### src/rtl/qocc_pkg.sv
package qocc_pkg;

    typedef enum logic [1:0] {
        SEL_FULL   = 2'd0,
        SEL_NEMPTY = 2'd1,
        SEL_OCC    = 2'd2,
        SEL_ALLOC  = 2'd3
    } stat_sel_e;

    localparam int unsigned NUM_STATS = 4;

endpackage

### src/rtl/qocc_tracker.sv
module qocc_tracker #(
    parameter int unsigned DEPTH = 16,
    parameter int unsigned CW    = $clog2(DEPTH + 1)
) (
    input  logic          clk,
    input  logic          rst,
    input  logic          clr,
    input  logic [CW-1:0] alloc_n,
    input  logic [CW-1:0] dealloc_n,
    output logic [CW-1:0] count,
    output logic [CW-1:0] alloc_ok,
    output logic          err
);
    localparam logic [CW-1:0] DEPTH_C = CW'(DEPTH);

    logic [CW-1:0] rel_ok, held, space;
    logic          bad;

    always_comb begin
        rel_ok   = (dealloc_n > count) ? count : dealloc_n;
        held     = count - rel_ok;
        space    = DEPTH_C - held;
        alloc_ok = (alloc_n > space) ? space : alloc_n;
        bad      = (rel_ok != dealloc_n) || (alloc_ok != alloc_n);
    end

    always_ff @(posedge clk) begin
        if (rst) begin
            count <= '0;
            err   <= 1'b0;
        end else begin
            count <= held + alloc_ok;
            err   <= clr ? 1'b0 : (err | bad);
        end
    end


    count_bound_chk: assert property (@(posedge clk) disable iff (rst)
        count <= DEPTH_C);


    idle_hold_chk: assert property (@(posedge clk) disable iff (rst)
        (alloc_n == '0 && dealloc_n == '0) |=> $stable(count));


    err_sticky_chk: assert property (@(posedge clk) disable iff (rst)
        (err && !clr) |=> err);


    drain_chk: assert property (@(posedge clk) disable iff (rst)
        (alloc_n == '0 && dealloc_n >= count) |=> (count == '0));

endmodule

### src/rtl/qocc_stat_ctr.sv
module qocc_stat_ctr #(
    parameter int unsigned W  = 32,
    parameter int unsigned IW = 5
) (
    input  logic          clk,
    input  logic          rst,
    input  logic          clr,
    input  logic [IW-1:0] inc,
    output logic [W-1:0]  acc
);
    localparam int unsigned SW = W + 1;

    logic [SW-1:0] sum;

    always_comb sum = {1'b0, acc} + SW'(inc);

    always_ff @(posedge clk) begin
        if (rst || clr)  acc <= '0;
        else if (sum[W]) acc <= '1;
        else             acc <= sum[W-1:0];
    end


    clr_zero_chk: assert property (@(posedge clk) disable iff (rst)
        clr |=> (acc == '0));


    sat_hold_chk: assert property (@(posedge clk) disable iff (rst)
        (acc == '1 && !clr) |=> (acc == '1));


    no_shrink_chk: assert property (@(posedge clk) disable iff (rst)
        !clr |=> (acc >= $past(acc)));

endmodule

### src/rtl/qocc_monitor.sv
module qocc_monitor #(
    parameter int unsigned DEPTH  = 16,
    parameter int unsigned STAT_W = 32,
    parameter int unsigned CW     = $clog2(DEPTH + 1)
) (
    input  logic              clk,
    input  logic              rst,
    input  logic              clr,
    input  logic [CW-1:0]     alloc_n,
    input  logic [CW-1:0]     dealloc_n,
    input  logic [1:0]        rd_sel,
    output logic [STAT_W-1:0] rd_data,
    output logic [CW-1:0]     live_count,
    output logic              err_flag
);
    import qocc_pkg::*;

    localparam logic [CW-1:0] DEPTH_C = CW'(DEPTH);

    logic [CW-1:0]     count, alloc_ok;
    logic [CW-1:0]     inc  [NUM_STATS];
    logic [STAT_W-1:0] stat [NUM_STATS];
    stat_sel_e         sel;

    qocc_tracker #(.DEPTH(DEPTH), .CW(CW)) u_trk (
        .clk       (clk),
        .rst       (rst),
        .clr       (clr),
        .alloc_n   (alloc_n),
        .dealloc_n (dealloc_n),
        .count     (count),
        .alloc_ok  (alloc_ok),
        .err       (err_flag)
    );

    always_comb begin
        inc[SEL_FULL]   = CW'(count == DEPTH_C);
        inc[SEL_NEMPTY] = CW'(count != '0);
        inc[SEL_OCC]    = count;
        inc[SEL_ALLOC]  = alloc_ok;
    end

    for (genvar i = 0; i < NUM_STATS; i++) begin : g_stat
        qocc_stat_ctr #(.W(STAT_W), .IW(CW)) u_ctr (
            .clk (clk),
            .rst (rst),
            .clr (clr),
            .inc (inc[i]),
            .acc (stat[i])
        );
    end

    always_comb begin
        sel     = stat_sel_e'(rd_sel);
        rd_data = stat[sel];
    end

    assign live_count = count;


    full_step_chk: assert property (@(posedge clk) disable iff (rst)
        (count == DEPTH_C && !clr && stat[SEL_FULL] != '1)
        |=> (stat[SEL_FULL] == $past(stat[SEL_FULL]) + 1'b1));


    empty_hold_chk: assert property (@(posedge clk) disable iff (rst)
        (count == '0 && !clr) |=> $stable(stat[SEL_NEMPTY]));

endmodule

### config.mk
export PLATFORM = sky130hd
export DESIGN_NAME = qocc_monitor
export DESIGN_NICKNAME = d
export VERILOG_FILES = /design/src/rtl/qocc_pkg.sv /design/src/rtl/qocc_tracker.sv /design/src/rtl/qocc_stat_ctr.sv /design/src/rtl/qocc_monitor.sv
export SDC_FILE = /design/constraint.sdc
export NUM_CORES = 1
export LEC_CHECK = 0
export BUFFER_PORTS_ARGS = -buffer_cell sky130_fd_sc_hd__buf_2
export CORE_ASPECT_RATIO = 1.25
export CORE_MARGIN = 4
export CORE_UTILIZATION = 23
export DETAILED_ROUTE_END_ITERATION = 6
export GPL_TIMING_DRIVEN = 0
export PLACE_DENSITY = 0.4
export SLEW_MARGIN = 10
export SYNTH_ARGS = -nofsm -noshare
export SYNTH_HDL_FRONTEND = slang
export SYNTH_SLANG_ARGS = --single-unit
### constraint.sdc
create_clock -name clk -period 9.05 [get_ports clk]
set_input_delay 1.81 -clock clk [delete_from_list [all_inputs] [get_ports clk]]
set_output_delay 1.81 -clock clk [all_outputs]
set_load 0.05 [all_outputs]
After elaboration in Yosys (flattened, before gate mapping)
Index checks and enable logic that the tools add are counted.
{"block": "op_classes", "addsub": 7, "magnitude_cmp": 3, "eq_ne": 3, "n_mux": 9, "n_bitwise": 2, "reduce_logical": 4}
{"cell": "32-bit two-way mux", "n": 6}
{"cell": "32-bit by 1-bit adder with 33-bit output", "n": 2}
{"cell": "32-bit by 5-bit adder with 33-bit output", "n": 2}
{"cell": "32-bit binary-select mux with 2-bit select", "n": 1}
{"cell": "5-bit > comparator", "n": 2}
{"cell": "5-bit two-way mux", "n": 2}
{"cell": "5-bit inequality test", "n": 2}
{"cell": "5-bit adder", "n": 1}
{"cell": "5-bit == test (second input constant)", "n": 1}
{"cell": "5-bit nonzero test", "n": 1}
{"cell": "5-bit subtractor", "n": 1}
{"cell": "5-bit subtractor (first input constant)", "n": 1}
{"cell": "3-bit greater-or-equal comparator (second input constant)", "n": 1}
{"cell": "2-bit NOT with 3-bit output", "n": 1}
{"cell": "1-bit logical OR", "n": 2}
{"cell": "2-bit OR reduction", "n": 1}
{"cell": "1-bit OR", "n": 1}
{"block": "totals", "register_bits": 134, "inputBits": 15, "output_inout_bits": 38, "word_cells": 34}

Depth between registers and ports, before layout
{"block": "depth", "word_depth": 9, "ltp_mapped": 32}

Modules after synthesis
From an unflattened synthesis, not the netlist that was laid out.
{"block": "hier_totals", "hier_cells": 942, "hier_area_um2": 8991.1}
{"mod": "qocc_stat_ctr (g_stat[1].u_ctr ...)", "n_inst": 3, "cells_per_inst": 189, "area_each_um2": 1773.0, "seq_area_each_um2": 640.6}
{"mod": "qocc_stat_ctr (g_stat[0].u_ctr)", "n_inst": 1, "cells_per_inst": 189, "area_each_um2": 1721.7, "seq_area_each_um2": 640.6}
{"mod": "qocc_tracker", "n_inst": 1, "cells_per_inst": 143, "area_each_um2": 1113.6, "seq_area_each_um2": 120.1}
{"mod": "qocc_monitor", "n_inst": 1, "cells_per_inst": 43, "area_each_um2": 837.1, "seq_area_each_um2": 0.0}

Least setup slack after synthesis
OpenSTA, ideal clock, no wires.
{"block": "synth_path", "path_kind": "input to register", "from": "input port dealloc_n[1]", "to": "register g_stat[3].u_ctr.acc[12]", "setup_ns": 0.070, "arrival_time_ns": 7.089, "setup_slack_ns": 1.891, "stages": 30, "cell_sequence": "ha_1 > nand2b_1 > a211oi_1 > o22ai_1 > nand2_1 > o21ai_0 > ha_1 > fa_1 > xor2_1 > nand3_1 > xor2_1 > inv_1 > ha_1 > nand4_1 > mux2i_1 > a21oi_1 > buf_1 > nand2_1 > o21ai_0 > ha_1 > inv_1 > fa_1 > nor2b_1 > o21ai_0 > a21oi_1 > o21a_1 > clkbuf_1 > nand4_1 > xor2_1 > a21oi_1"}
{"block": "synth_between", "elab_chain_cells": 8}
{"item": "start: declaration", "line": "qocc_monitor.sv:10", "source": "input logic [CW-1:0] dealloc_n,"}
{"item": "5-bit > comparator", "line": "qocc_tracker.sv:20", "source": "rel_ok = (dealloc_n > count) ? count : dealloc_n;"}
{"item": "5-bit two-way mux *", "line": "qocc_tracker.sv:20"}
{"item": "5-bit subtractor *", "line": "qocc_tracker.sv:21", "source": "held = count - rel_ok;"}
{"item": "5-bit subtractor *", "line": "qocc_tracker.sv:22", "source": "space = DEPTH_C - held;"}
{"item": "5-bit > comparator", "line": "qocc_tracker.sv:23", "source": "alloc_ok = (alloc_n > space) ? space : alloc_n;"}
{"item": "5-bit two-way mux *", "line": "qocc_tracker.sv:23"}
{"item": "32-bit by 5-bit adder with 33-bit output *", "line": "qocc_stat_ctr.sv:15", "source": "always_comb sum = {1'b0, acc} + SW'(inc);"}
{"item": "32-bit two-way mux *", "line": "qocc_stat_ctr.sv:19", "source": "else if (sum[W]) acc <= '1;"}
{"item": "end signal: assignment", "line": "qocc_stat_ctr.sv:20", "source": "else acc <= sum[W-1:0];"}
{"item": "end: declaration", "line": "qocc_stat_ctr.sv:9", "source": "output logic [W-1:0] acc"}
Every way passes the cells marked *; elsewhere a longest branch is shown, timed or not.
A chain may end at the register's enable or synchronous reset.

Final worst setup path
{"block": "layout_path", "from": "input port dealloc_n[4]", "to": "register g_stat[3].u_ctr.acc[31]"}
The elaborated chain is that of the path after synthesis.

==> impl_metrics.json <==
{
  "peakVddDrop_v": 0.000479,
  "final_nets": 973,
  "syn_nets": 904,
  "hpwl_um": 19300,
  "diodes": 0,
  "port_buffers": 50,
  "worstPathRequired_ns": 9.40,
  "ant_nets": 0,
  "synth_top_area_share_pct": 34.0,
  "ys_ff_latch": 134,
  "route.met3.wl_um": 917,
  "fin_crit_ns": 8.17,
  "rr_worst_depth": 31,
  "grt_pass1_vias": 6434,
  "max_stage_delay_ns": 0.48,
  "maxUsedRoutingLayer": "met4",
  "area_delta_synth_final_pct": 17.8,
  "crit_path_frequent_cell": "ha_1",
  "via_per_inst": 4.76,
  "timing.fmax_mhz": 122,
  "cts_made_buffers": 17,
  "worstPathMaxFanout": 10,
  "die_w_um": 174,
  "crit_path_top_delay_cell": "o22ai_1",
  "drive_above_1_share_pct": 18.1,
  "fin_area_um2": 9300,
  "grt_pass1_wl_um": 39100,
  "num_vias": 6457,
  "period_share_pct": 90.2,
  "tritoncts": "yes",
  "finalClockSkew_ns": 0.0136,
  "holdPathEnd": "g_stat[2].u_ctr.acc[22]",
  "die-area_um2": 37400,
  "hold_depth": 1,
  "final_core_util_pct": 27.5,
  "critPathKind": "in -> reg",
  "p_leak_uw": 0.00345,
  "grt_usage_pct": 13.5,
  "r2r_slack_ns": 1.67,
  "synth_edf_count": 0,
  "ios": 53,
  "die_y_um": 215,
  "hold_start": "g_stat[2].u_ctr.acc[22]",
  "synth.area.top_cells": "dfxtp_1 (34%), mux4_2 (9.1%), xor2_1 (8.2%)",
  "setup_viol": 0,
  "setup_tns_ns": 0,
  "clock-root-buffer": "clkbuf_16",
  "placed_area_um2": 8680,
  "drt_wl_total_um": 24900,
  "start_util_pct": 23.4,
  "hp-class": "reg -> reg",
  "cts_resized": 0,
  "postCtsSetupBuffers": 0,
  "drt_iter0_drc": 372,
  "cts_hold_buf": 0,
  "timing.rr.end": "g_stat[3].u_ctr.acc[31]",
  "synth_top_area_cell": "dfxtp_1",
  "cts_num_sinks": 134,
  "maxSlewViolCount": 0,
  "htree_levels": 4,
  "grt-ovfl-total": 0,
  "grt_max_degree": 17,
  "gp_congestion": 0.795,
  "yosysWarnings": 0,
  "syn_inst": 852,
  "r2r_start": "u_trk.count[1]",
  "clock_latency_ns": 0.43,
  "yosys.cell_types.count": 59,
  "rsz0062_at_grt": "false",
  "first_pass_iters": 4,
  "cp-start-kind": "primary input",
  "arrival_ns": 8.52,
  "wl_per_cell_um": 18.3,
  "drc": 0,
  "max_cap_violations": 0,
  "powerDensity_nw_per_um2": 306,
  "antenna_found_initial": 0,
  "wl_met1_um": 10900,
  "status": "complete, no violations",
  "tightest_slew_ns": 0.954,
  "finalHoldViolations": 0,
  "endpoint_kind": "flip-flop",
  "path_clk_slew_ns": 0.07,
  "syn_avg_cell_area_um2": 9.27,
  "rows": 75,
  "syn_area_um2": 7900,
  "ys_seq_area_share_pct": 34.0,
  "ys.flop_type": "dfxtp_1",
  "worst_slew_margin_rel_pct": 36.2,
  "cts.path.max_buffers": 2,
  "async_flop_share_pct": 0,
  "routed-wl-met2_um": 12700,
  "fillCellCount": 3624,
  "core_um2": 33800
}
==> layout by cell type (no fill, tap or decap), types with 20 or more instances in the layout <==
master	synthesis	final
clkbuf_1	20	20
ha_1	33	33
nor2_1	51	51
inv_1	40	40
buf_2	7	57
nand2_1	56	56
and3_1	30	30
nand4_1	28	28
nand3_1	44	44
a21oi_1	103	103
dfxtp_1	134	134
mux4_2	32	32
xor2_1	74	74
xnor2_1	39	39
a21oi_2	20	20
==> registers in the layout, indices dropped and copies added (netlist names) <==
register,cells
g_stat.u_ctr.acc,128
u_trk.err,1
u_trk.count,5
==> report_power, final <==
group	internal [µW]	switching (µW)	leakage [µW]	total (µW)
combinational	623	811	0.00207	1430
sequential	625	36.9	0.00108	662
clock	463	288	0.000300	750
total	1710	1140	0.00345	2850
==> how the worst max path moves through the flow <==
stage / to / slack, ns / startpoint / cells past startpoint
floorplan: g_stat[3].u_ctr.acc[12] / 1.89 / dealloc_n[1] / 30
global placement: g_stat[3].u_ctr.acc[31] / 0.40 / dealloc_n[4] / 30
detailed placement: g_stat[3].u_ctr.acc[31] / 0.40 / dealloc_n[4] / 30
CTS: g_stat[3].u_ctr.acc[31] / 0.84 / dealloc_n[4] / 30
global route: g_stat[3].u_ctr.acc[31] / 0.23 / dealloc_n[0] / 32
finish: g_stat[3].u_ctr.acc[31] / 0.88 / dealloc_n[4] / 30
==> critical path: cells and delay by family <==
kind            cells  cell delay, ns
buf+inv             6            1.24
mux                 1            0.07
fa+ha+maj           6            1.91
xor+xnor            2            0.67
simple gates        7            0.97
compound gates      8            1.85
==> Yosys cell counts, types with 11 or more instances <==
library cell,instances
a21oi_1,103
o21ai_0,16
nand4_1,28
xor2_1,74
and3_1,30
a21oi_2,20
mux4_2,32
inv_1,40
nor3_1,18
dfxtp_1,134
clkbuf_1,20
nor2_1,51
nand3_1,44
ha_1,33
xnor2_1,39
and4_1,11
nand2_1,56
==> per-layer routing <==
metal | vias up | global-route usage (%)
li1 | 3203 | -
met1 | 3131 | 16.8
met2 | 107 | 23.9
met3 | 16 | 2.46
met4 | 0 | 3.75
met5 | - | 0
==> per-stage QoR <==
step / total power, µW / hold WS [ns] / worst slack (ns) / std cells
6_report: 2850 / 0.475 / 0.885 / 1357
3_5_place_dp: 2120 / 0.459 / 0.403 / 1325
4_1_cts: 2880 / 0.476 / 0.835 / 1357
5_1_grt: 3100 / 0.530 / 0.229 / 1357
3_3_place_gp: 2110 / 0.453 / 0.399 / 1325
2_1_floorplan: 1820 / 0.439 / 1.89 / 852
==> cell type report <==
cell class                      instances  area, µm²  area share (%)
Multi-Input combinational cell        640       4860            52.3
Timing Repair Buffer                   50        250            2.69
Clock buffer                           17        425            4.57
Tap cell                              423        529            5.69
Sequential cell                       134       2680            28.8
Clock inverter                         15        201            2.17
Inverter                               40        150            1.61
Buffer                                 38        200            2.15
==> logic make-up (layout without fill, tap and decap cells) <==
group	Yosys count	in the layout	share of synthesized area (%)
AND/OR/NAND/NOR	273	273	18.6
AO/OA/AOI/OAI	176	176	13.7
flip-flops	134	134	34.0
XOR/XNOR	115	115	13.0
buffers and inverters	78	160	4.44
multiplexers	39	39	10.0
adder cells (fa/ha/maj)	37	37	6.24
No activity file was read; power rests on OpenSTA's default activity.
